## config.mk

```make
export PLATFORM = sky130hd
export DESIGN_NAME = cfg_loader
export DESIGN_NICKNAME = d
export VERILOG_FILES = /design/src/rtl/cfg_pkg.sv /design/src/rtl/cfg_edge_sync.sv /design/src/rtl/cfg_in_reg.sv /design/src/rtl/cfg_active_reg.sv /design/src/rtl/cfg_loader.sv
export SDC_FILE = /design/constraint.sdc
export NUM_CORES = 1
export LEC_CHECK = 0
export ABC_AREA = 0
export BUFFER_PORTS_ARGS = -buffer_cell sky130_fd_sc_hd__buf_2
export CAP_MARGIN = 20
export CORE_MARGIN = 4
export CORE_UTILIZATION = 50
export DETAILED_ROUTE_END_ITERATION = 8
export PLACE_DENSITY = 0.71
export SLEW_MARGIN = 20
export SYNTH_ARGS = -nofsm -noshare
export SYNTH_HDL_FRONTEND = slang
export SYNTH_SLANG_ARGS = --single-unit
```

## constraint.sdc

```tcl
create_clock -name clk_i -period 1.55 [get_ports clk_i]
set_input_delay 0.31 -clock clk_i [delete_from_list [all_inputs] [get_ports clk_i]]
set_output_delay 0.31 -clock clk_i [all_outputs]
set_load 0.02 [all_outputs]
```

## src/rtl/cfg_pkg.sv

```systemverilog
package cfg_pkg;
  localparam int BYTE_W    = 8;
  localparam int NUM_BYTES = 5;
  localparam int WORD_W    = BYTE_W * NUM_BYTES;
  localparam int TUNE_W    = 32;
  localparam int PHASE_W   = 5;
  localparam int PTR_W     = $clog2(NUM_BYTES + 1);
  localparam int TEST_POS  = TUNE_W + 1;
  localparam logic [2:0] MODE_KEY = 3'b011;

  // layout matches serial bit order: bit 0 enters first
  typedef struct packed {
    logic [PHASE_W-1:0] phase;
    logic               pd;
    logic               test;
    logic               mult;
    logic [TUNE_W-1:0]  tune;
  } cfg_word_t;
endpackage

```

## src/rtl/cfg_edge_sync.sv

```systemverilog
module cfg_edge_sync #(
  parameter int STAGES = 2
) (
  input  logic clk_i,
  input  logic rst_ni,
  input  logic async_i,
  output logic rise_o
);
  logic [STAGES-1:0] sync_q;
  logic              prev_q;

  always_ff @(posedge clk_i or negedge rst_ni) begin
    if (!rst_ni) begin
      sync_q <= '0;
      prev_q <= 1'b0;
    end else begin
      sync_q <= {sync_q[STAGES-2:0], async_i};
      prev_q <= sync_q[STAGES-1];
    end
  end

  assign rise_o = sync_q[STAGES-1] & ~prev_q;
endmodule

```

## src/rtl/cfg_in_reg.sv

```systemverilog
module cfg_in_reg
  import cfg_pkg::*;
(
  input  logic              clk_i,
  input  logic              rst_ni,
  input  logic              wr_evt_i,
  input  logic              upd_evt_i,
  input  logic [BYTE_W-1:0] data_i,
  output cfg_word_t         word_o,
  output logic [PTR_W-1:0]  ptr_o,
  output logic              serial_o
);
  logic [PTR_W-1:0]  ptr_q;
  logic              serial_q;
  logic [WORD_W-1:0] word_w;
  logic [WORD_W-1:0] shift_w;
  logic [BYTE_W-1:0] lane_q [NUM_BYTES];

  assign shift_w = {data_i[BYTE_W-1], word_w[WORD_W-1:1]};

  // byte lanes: lane 0 is the most significant byte; no reset by intent
  for (genvar k = 0; k < NUM_BYTES; k++) begin : g_lane
    localparam int HI = WORD_W - 1 - k * BYTE_W;
    logic              lane_we;
    logic [BYTE_W-1:0] lane_nx;
    assign lane_we = serial_q ? wr_evt_i : (wr_evt_i && ptr_q == PTR_W'(k));
    assign lane_nx = serial_q ? shift_w[HI -: BYTE_W] : data_i;
    always_ff @(posedge clk_i) begin
      if (lane_we) lane_q[k] <= lane_nx;
    end
    assign word_w[HI -: BYTE_W] = lane_q[k];
  end

  always_ff @(posedge clk_i or negedge rst_ni) begin
    if (!rst_ni) begin
      ptr_q <= '0;
    end else if (upd_evt_i) begin
      ptr_q <= '0;
    end else if (wr_evt_i && !serial_q && ptr_q < PTR_W'(NUM_BYTES)) begin
      ptr_q <= ptr_q + 1'b1;
    end
  end

  always_ff @(posedge clk_i or negedge rst_ni) begin
    if (!rst_ni) begin
      serial_q <= 1'b0;
    end else if (!serial_q && wr_evt_i && ptr_q == '0 && data_i[2:0] == MODE_KEY) begin
      serial_q <= 1'b1;
    end
  end

  assign word_o   = cfg_word_t'(word_w);
  assign ptr_o    = ptr_q;
  assign serial_o = serial_q;
endmodule

```

## src/rtl/cfg_active_reg.sv

```systemverilog
module cfg_active_reg
  import cfg_pkg::*;
(
  input  logic      clk_i,
  input  logic      rst_ni,
  input  logic      upd_evt_i,
  input  cfg_word_t word_i,
  output cfg_word_t act_o,
  output logic      err_o
);
  cfg_word_t act_q;
  logic      err_q;

  always_ff @(posedge clk_i or negedge rst_ni) begin
    if (!rst_ni) begin
      act_q <= '0;
      err_q <= 1'b0;
    end else if (upd_evt_i) begin
      if (word_i.test) begin
        err_q <= 1'b1;
      end else begin
        act_q <= word_i;
        err_q <= 1'b0;
      end
    end
  end

  assign act_o = act_q;
  assign err_o = err_q;
endmodule

```

## src/rtl/cfg_loader.sv

```systemverilog
module cfg_loader
  import cfg_pkg::*;
#(
  parameter int SYNC_STAGES = 2
) (
  input  logic               clk_i,
  input  logic               rst_ni,
  input  logic               wr_clk_i,
  input  logic               upd_i,
  input  logic [BYTE_W-1:0]  data_i,
  output logic [TUNE_W-1:0]  tune_o,
  output logic [PHASE_W-1:0] phase_o,
  output logic               mult_en_o,
  output logic               pwr_dn_o,
  output logic               serial_mode_o,
  output logic               test_err_o
);
  logic             wr_evt;
  logic             upd_evt;
  logic [PTR_W-1:0] ptr;
  cfg_word_t        in_word;
  cfg_word_t        act_word;

  cfg_edge_sync #(.STAGES(SYNC_STAGES)) u_wr_sync (
    .clk_i(clk_i), .rst_ni(rst_ni), .async_i(wr_clk_i), .rise_o(wr_evt)
  );

  cfg_edge_sync #(.STAGES(SYNC_STAGES)) u_upd_sync (
    .clk_i(clk_i), .rst_ni(rst_ni), .async_i(upd_i), .rise_o(upd_evt)
  );

  cfg_in_reg u_in_reg (
    .clk_i(clk_i), .rst_ni(rst_ni), .wr_evt_i(wr_evt), .upd_evt_i(upd_evt),
    .data_i(data_i), .word_o(in_word), .ptr_o(ptr), .serial_o(serial_mode_o)
  );

  cfg_active_reg u_act_reg (
    .clk_i(clk_i), .rst_ni(rst_ni), .upd_evt_i(upd_evt), .word_i(in_word),
    .act_o(act_word), .err_o(test_err_o)
  );

  assign tune_o    = act_word.tune;
  assign phase_o   = act_word.phase;
  assign mult_en_o = act_word.mult;
  assign pwr_dn_o  = act_word.pd;
endmodule

```

-- After elaboration in Yosys (flattened, before gate mapping)
Memory sizes are Yosys's and may differ from the RTL's.
Cells that the tools add are included.
- add/sub/neg operators: 1
- bitwise logic cells: 5
- reductions and logical operators: 13
- $lt $le $gt $ge: 1
- eq/ne operators: 5
- muxes and demuxes: 23
- operators with widths (operator ; number):
    $mux 8 ; 4
    $mux 1 ; 16
    $eq 3x2->1 const B ; 3
    $logic_and 1x1->1 ; 9
    $mux 7 ; 1
    $mux 3 ; 2
    $add 3x1->3 const B ; 1
    $eq 3x1->1 const B ; 1
    $eq 3x3->1 const B ; 1
    $logic_not 3->1 ; 1
    $lt 3x3->1 const B ; 1
    $not 1->1 ; 3
    $and 1x1->1 ; 2
    $reduce_and 2->1 ; 1
    $reduce_bool 2->1 ; 1
    $logic_not 1->1 ; 1
- logic and storage cells: 60
- input port bits: 12
- bits in writable memories: 40
- flip-flop bits (word level): 50
- memories kept: 1
- memories (memory ; words ; width ; rd ports ; clocked after Yosys merged registers in ; write ports ; line ; text):
    u_in_reg.lane_q ; 5 ; 8 ; 5 ; 0 ; 5 ; cfg_in_reg.sv:17 ; logic [BYTE_W-1:0] lane_q [NUM_BYTES];

-- Logic depth before layout (Yosys ltp)
Gate-level depths: netlist of run 1.
- word-level depth: 6
- gate-level depth with buffers: 5
- mapped depth without buffers: 4

-- Modules after synthesis
A second synthesis of run 1 with hierarchy kept.
- cell total of the unflattened synthesis: 261
- area total of the unflattened synthesis: 3652.3 sq um
- modules (own cells, without submodules) (module ; area an instance (sq um) ; times used ; cells an instance):
    cfg_in_reg ; 1914.3 ; 1 ; 166
    cfg_active_reg ; 1560.2 ; 1 ; 87
    cfg_edge_sync ; 88.8 ; 2 ; 4

-- Worst setup path before layout of run 1
OpenSTA, ideal clock, no wires.
- kind: register to register
- from: register u_in_reg.serial_q, in the netlist u_in_reg.serial_o
- to: memory u_in_reg.lane_q[3][0], in the netlist u_in_reg.lane_q[0][24], enable pin
- arrival time: 1318 ps
- library setup time: 370 ps
- buffers on the path: 2
- setup slack: -139 ps
- cell stages (with the launch flop): 5
- clock period less this slack: 1689 ps
- required time: 1180 ps
- cells stage by stage: dfrtp_1 -> buf_6 -> clkbuf_1 -> nor2_1 -> nor2_1
- RTL lines (item ; line ; text):
    start, declared ; cfg_in_reg.sv:14 ; logic serial_q;
    start signal, assigned ; cfg_in_reg.sv:46 ; serial_q <= 1'b0;
    start signal, assigned ; cfg_in_reg.sv:48 ; serial_q <= 1'b1;
    end, declared ; cfg_in_reg.sv:17 ;

==> impl_results.md, run 1 <==
- Status: finished clean
- Die width: around 92 µm
- Reg2reg end: u_in_reg.lane_q[0][0]
- Register area share after synthesis: 69.6%
- WP data arrival: 1510 ps
- Worst-path fanout max: 8
- Min Tclk post-route: between 1000 and 1500 ps
- Clk sinks: 90
- Commonest non-fill, non-tap cell in the layout: nand2_1
- Placed wire-length estimate: 4620 µm
- Gr usage total: 17.2%
- Setup tns final: 0 ps
- Worst hold path type: primary input to flip-flop
- Worst Reg-to-Reg Cells: 5
- Worst setup EP type: flip-flop
- Syn Area/Cell: 13.4 µm²
- Worst slew pin tran: about 510 ps
- Power Density: 1160 nW/µm²
- Final wirelength: 6700 µm
- Setup ws final: 98.6 ps
- Synth area leader: dfrtp_1
- Final Hold Viols: 0
- HP Start: upd_i
- Required time worst endpoint: 1610 ps
- Initial core utilization: 51.6%
- Cts bufs inserted: 9
- Seq cells post-synth: 90
- Syn Nets: roughly 280
- Register area: 2450 µm²
- Pin count of the biggest net entering global routing: 51
- DR iter-0 viols: 181
- Htree depth: 3
- Pre-CTS WS: 126 ps
- Synth top area cells: dfrtp_1 (35%), edfxtp_1 (34%), mux2_2 (12%), nand2_1 (9.9%), ha_1 (1.8%)
- Post-Syn Instances: 264
- Initial antenna violation count: 0
- Antenna-violating nets left: 0
- TritonCTS clock tree: built
- Clock Tree Buf Depth: 2
- Global-route wire length before repair: 11200 µm
- Nets@finish: 346
- Die Ht: 92.0 µm
- Layout cells sized above 1: around 36%
- Distinct cells, synth: 22
- Final clock skew: 9.63 ps
- Finished Cell Area: 4180 µm²
- Layout Area Growth over Synthesis: 18.5%
- Hold Path Cell Cnt: 1
- Fin crit share: 93.6%
- Yosys warns: 0
- Cell row count: 30
- Hold slack: 69.4 ps
- Number of global-route vias before repair: 2245
- Startpoint types: flip-flop
- Critical path class: flip-flop to flip-flop
- RR Startpoint: u_in_reg.ptr_o[0]
- TritonRoute pass-1 iters: 5
- Via count: 2181
- Peak VDD IR: between 400 and 500 µV
- Remaining DRCs: 0
- Grt ovf: 0
- Met3 wire length: 448 µm
- RePlAce Congestion: 0.837
- Post-synth top area share: 35.5%
- Leak: approximately 1.9 nW
- Synthesized area: around 3500 µm²
- IO buf count: 52
- Max layer used: met4
- Max-cap viol count: 0
- Placed cell areas: roughly 4000 µm²
- RSZ-0062 raised after global routing: false
- I/O pins: 53
- DIE AREA: ~8500 µm²
- Hold EP: u_upd_sync.sync_q[0]
- Final setup vio count: 0
- Max-slew headroom: 65.6%
- Antenna Diode Count: 0
- Postcts setup bufs: 0
- Clock latency on the worst-skew pair: roughly 350 ps
- Clk root buf: clkbuf_8
- Multi-input logic area: 1010 µm²
- Upper clock frequency limit: 0.689 GHz
- Final Slew Violations: 0
- Wire per inst: roughly 16 µm
- Avg Vias per Cell: 5.07
- R2R Setup Slk: about 99 ps
- Clk slew on worst S/H paths: 80 ps
- Filler cells: between 500 and 600
- Most frequent cells in the layout: nand2_1 (93), buf_2 (52), dfrtp_1 (49)
- Met1 wire length: 2940 µm
- Met2 Routed Length: roughly 3300 µm
- Core outline area: between 6000 and 7000 µm²
## final cells by class
cell class / count / area share [%]
Clock buffer: 11 / 3.15
Clock inverter: 5 / 0.719
Inverter: 4 / 0.360
Multi-Input combinational cell: 161 / 24.2
Sequential cell: 90 / 58.8
Tap cell: 96 / 2.88
Timing Repair Buffer: 63 / 9.95
## Yosys cell counts, drive strengths merged
cell	number
nor2	8
a32oi	1
inv	3
buf	5
mux2	39
a21oi	6
o21ai	1
clkinv	1
dfrtp	50
clkbuf	4
nand2b	3
nor3b	1
or4b	1
o41ai	1
a31o	1
nor2b	1
nand2	93
edfxtp	40
ha	5
## state kept, by name, summed over array words and instances, names as in the netlist
register           count
u_act_reg.err_o        1
u_in_reg.serial_o      1
u_wr_sync.prev_q       1
u_upd_sync.sync_q      2
u_wr_sync.sync_q       2
u_in_reg.lane_q       40
u_upd_sync.prev_q      1
u_in_reg.ptr_o         3
u_act_reg.act_o       39
## report_power, final
| part | total (W) | switching (W) | internal [W] |
|---|---|---|---|
| Sequential | 0.00280 | 0.0000991 | 0.00271 |
| Clock | 0.00137 | 0.000787 | 0.000580 |
| Combinational | 0.000691 | 0.000397 | 0.000294 |
| Total | 0.00486 | 0.00128 | 0.00358 |
## layer usage
layer	GRT usage, %	vias to the layer above
li1	-	1027
met1	23.5	1076
met2	27.7	73
met3	3.28	5
met4	6.06	0
met5	0	-
## worst max-delay path by stage
stage | start | to | depth (start not counted)
detailed placement | u_in_reg.ptr_o[0] | u_in_reg.lane_q[0][3] | 5
floorplan | u_in_reg.serial_o | u_in_reg.lane_q[0][24] | 4
CTS | u_in_reg.serial_o | serial_mode_o | 2
finish | u_in_reg.ptr_o[0] | u_in_reg.lane_q[0][0] | 5
global placement | u_in_reg.ptr_o[0] | u_in_reg.lane_q[0][3] | 5
global route | u_in_reg.ptr_o[1] | u_in_reg.lane_q[0][0] | 5
## cells by family (layout without fill, tap and decap cells)
family                     count (synthesis)  in the layout  synth area share, %
AOI/OAI and AO/OA                         10             10                 1.74
adders and majority gates                  5              5                 1.77
buffers and inverters                     13             83                 2.09
DFF                                       90             90                 69.6
muxes                                     39             39                 12.5
and+or+nand+nor                          107            107                 12.4
## timing repair
| item | CTS | global route |
|---|---|---|
| resized for setup | 1 | 2 |
| endpoints found under the setup margin | 1 | 1 |
| hold buffers | 1 | 0 |
| hold endpoints to repair | 50 | 0 |
| pin swaps | 0 | 0 |
## worst max-delay path, stage by stage, from the launching register on
cell and delay, ps:
dfrtp_1 430, inv_1 130, ha_1 180, nand2_1 90, a21oi_2 200, buf_12 140
## metrics by stage
step	cells	power, W	utilization [%]
after floorplan	264	0.00327	-
after global placement	413	0.00354	58.5
after detailed placement	413	0.00356	58.5
after CTS	430	0.00492	61.0
after global routing	430	0.00509	61.1
final	430	0.00486	61.1
Note: power is estimated with default switching activity, not from simulation.
==> run 2: changes to the inputs <==
Settings changed: PLACE_DENSITY 0.71 to 0.68, RECOVER_POWER from default to 25.
Clock period 1.55 ns to 1.8 ns, I/O delays scaled along.
==> run 2 against run 1 <==
  * Flip-flop and latch count unchanged
  * Combinational power down 16%
  * Critical path type is now flip-flop to output port
  * Critical path depth down 3
==> impl_results.md, run 2 (same netlist as run 1, synthesis figures left out) <==
- Crit path launch: u_in_reg.serial_o (was u_in_reg.ptr_o[0])
- Clock power share: 30.3% (was 28.1%)
- Power Density: 1040 nW/µm² (was 1160 nW/µm²)
- Setup tns final: 0 ps (unchanged)
- Clock latency on the worst-skew pair: 350 ps (about the same)
- CP max-delay cell: dfrtp_1 (unchanged)
- Die Ht: 92.0 µm (unchanged)
- Sequential share of power: 56.3% (was 57.7%)
- Die width: 92.0 µm (unchanged)
- TritonRoute pass-1 iters: 4 (was 5)
- Antenna-violating nets left: 0 (unchanged)
- Nets@finish: 346 (unchanged)
- RePlAce Congestion: 0.834 (was 0.837)
- RR Startpoint: u_in_reg.ptr_o[1] (was u_in_reg.ptr_o[0])
- Filler cells: 563 (was 579)
- Number of global-route vias before repair: 2127 (was 2245)
- Cell row count: 30 (unchanged)
- CP max stage delay: 450 ps (was 430 ps)
- Commonest non-fill, non-tap cell in the layout: nand2_1 (unchanged)
- Layout cells sized above 1: 35.3% (was 36.2%)
- Final setup vio count: 0 (unchanged)
- Final wirelength: 6500 µm (was 6700 µm)
- Final Slew Violations: 0 (unchanged)
- Comb power frac: 13.5% (was 14.2%)
- Initial core utilization: 51.6% (unchanged)
- Via count: 2125 (was 2181)
- HP Start: upd_i (unchanged)
- Worst slew pin tran: 670 ps (was 515 ps)
- Max reg flops: 40 (unchanged)
- Finished Cell Area: 4120 µm² (was 4180 µm²)
- Upper clock frequency limit: 0.631 GHz
- Clk slew on worst S/H paths: 80 ps (about the same)
- Clk sinks: 90 (unchanged)
- Pre-CTS WS: 333 ps (was 126 ps)
- Max-slew headroom: 55.3% (was 65.6%)
- DIE AREA: 8460 µm² (unchanged)
- IO buf count: 52 (unchanged)
- RSZ-0062 raised after global routing: false (unchanged)
- Most frequent cells in the layout: nand2_1 (93), buf_2 (51), dfrtp_1 (50) (was nand2_1 (93), buf_2 (52), dfrtp_1 (49))
- Required time worst endpoint: 1440 ps (was 1610 ps)
- CTS resizes: 0 (was 1)
- Setup ws final: 216 ps (was 98.6 ps)
- Clock Tree Buf Depth: 2 (unchanged)
- Reg with most FFs: u_in_reg.lane_q (unchanged)
- Cts bufs inserted: 9 (unchanged)
- Htree depth: 3 (unchanged)
- Core outline area: 6830 µm² (unchanged)
- Final clock skew: 10.5 ps (was 9.63 ps)
- Global-route wire length before repair: 10700 µm (was 11200 µm)
- Worst setup EP type: output port (was flip-flop)
- Peak VDD IR: 610 µV (was 494 µV)
- Worst-path fanout max: 15 (was 8)
- Max-cap viol count: 0 (unchanged)
- DR iter-0 viols: 139 (was 181)
- Wire per inst: 15.1 µm (was 15.6 µm)
- Pin count of the biggest net entering global routing: 51 (unchanged)
- Leak: 1.87 nW (was 1.89 nW)
- Placed wire-length estimate: 4490 µm (was 4620 µm)
- Remaining DRCs: 0 (unchanged)
- Internal: 0.00320 W (was 0.00358 W)
- Antenna Diode Count: 0 (unchanged)
- Startpoint types: flip-flop (unchanged)
- Grt ovf: 0 (unchanged)
- Gr usage total: 16.6% (was 17.2%)
- Final Hold Viols: 0 (unchanged)
- Avg Vias per Cell: 4.94 (was 5.07)
- Placed cell areas: 3940 µm² (was 4000 µm²)
- Min Tclk post-route: 1580 ps
- Status: finished clean (unchanged)
- Layout Area Growth over Synthesis: 16.9% (was 18.5%)
- Critical Path, Cell by Cell: buf_4 -> buf_2 (was inv_1 -> ha_1 -> nand2_1 -> a21oi_2 -> buf_12)
- P_sw: 0.00109 W (was 0.00128 W)
- Clk root buf: clkbuf_8 (unchanged)
- Switching Share: 25.3% (was 26.4%)
- I/O pins: 53 (unchanged)
- Worst hold path type: primary input to flip-flop (unchanged)
- Fin crit share: 88.0%
- Critical path class: flip-flop to output port (was flip-flop to flip-flop)
- Initial antenna violation count: 0 (unchanged)
- WP data arrival: 1220 ps (was 1510 ps)
- TritonCTS clock tree: built (unchanged)
-- run 2: final cells by class --
type,count,area (µm²),area share (%)
inverters,4,15.0,0.364
clock inverters,6,58.8,1.43
well taps,96,120,2.91
clock buffers,10,128,3.10
multi-input cells,161,1000,24.3
flip-flops and latches,90,2450,59.5
repair buffers,63,344,8.35
-- run 2: routing by layer --
layer / GRT usage (%) / share of wire (%) / vias to the layer above
met2: 25.8 / 47 / 60
met1: 22.3 / 44 / 1032
met4: 8.66 / 2.0 / 0
met5: 0 / 0 / -
li1: - / - / 1022
met3: 3.20 / 6.2 / 11
-- run 2: power by group through the flow --
stage	clock, W	sequential [W]	combinational [W]
after floorplan	0	0.00263	0.000184
after global placement	0	0.00246	0.000578
after detailed placement	0	0.00246	0.000589
after CTS	0.00134	0.00242	0.000592
after global routing	0.00142	0.00244	0.000623
final	0.00130	0.00241	0.000577
-- run 2: critical path, delay by kind of cell, from the launching register on --
family,cells,cell delay (ps)
flops,1,450
buf+inv,2,430
-- run 2: path summary, 6_finish.rpt --
check	endpoint	slack (ps)	cells past startpoint
min in group asynchronous	u_act_reg.act_o[35]	700	3
worst min-delay path	u_upd_sync.sync_q[0]	120	1
max in group asynchronous	u_act_reg.act_o[16]	650	3
worst max-delay path	serial_mode_o	220	2
worst max register to register	u_in_reg.lane_q[0][4]	320	5
worst min register to register	u_upd_sync.sync_q[1]	350	0
-- run 2: through the flow --
stage	power, W	instances	hold WS (ps)	utilization, %
3_5_place_dp	0.00305	413	336	57.7
5_1_grt	0.00449	430	98.7	60.3
2_1_floorplan	0.00281	264	64.4	-
3_3_place_gp	0.00304	413	333	57.7
4_1_cts	0.00435	430	95.6	60.5
6_report	0.00429	430	116	60.3
-- run 2: timing repair --
action,in CTS,in global routing
hold buffers,1,0
buffers inserted,0,0
endpoints found under the hold margin,50,0
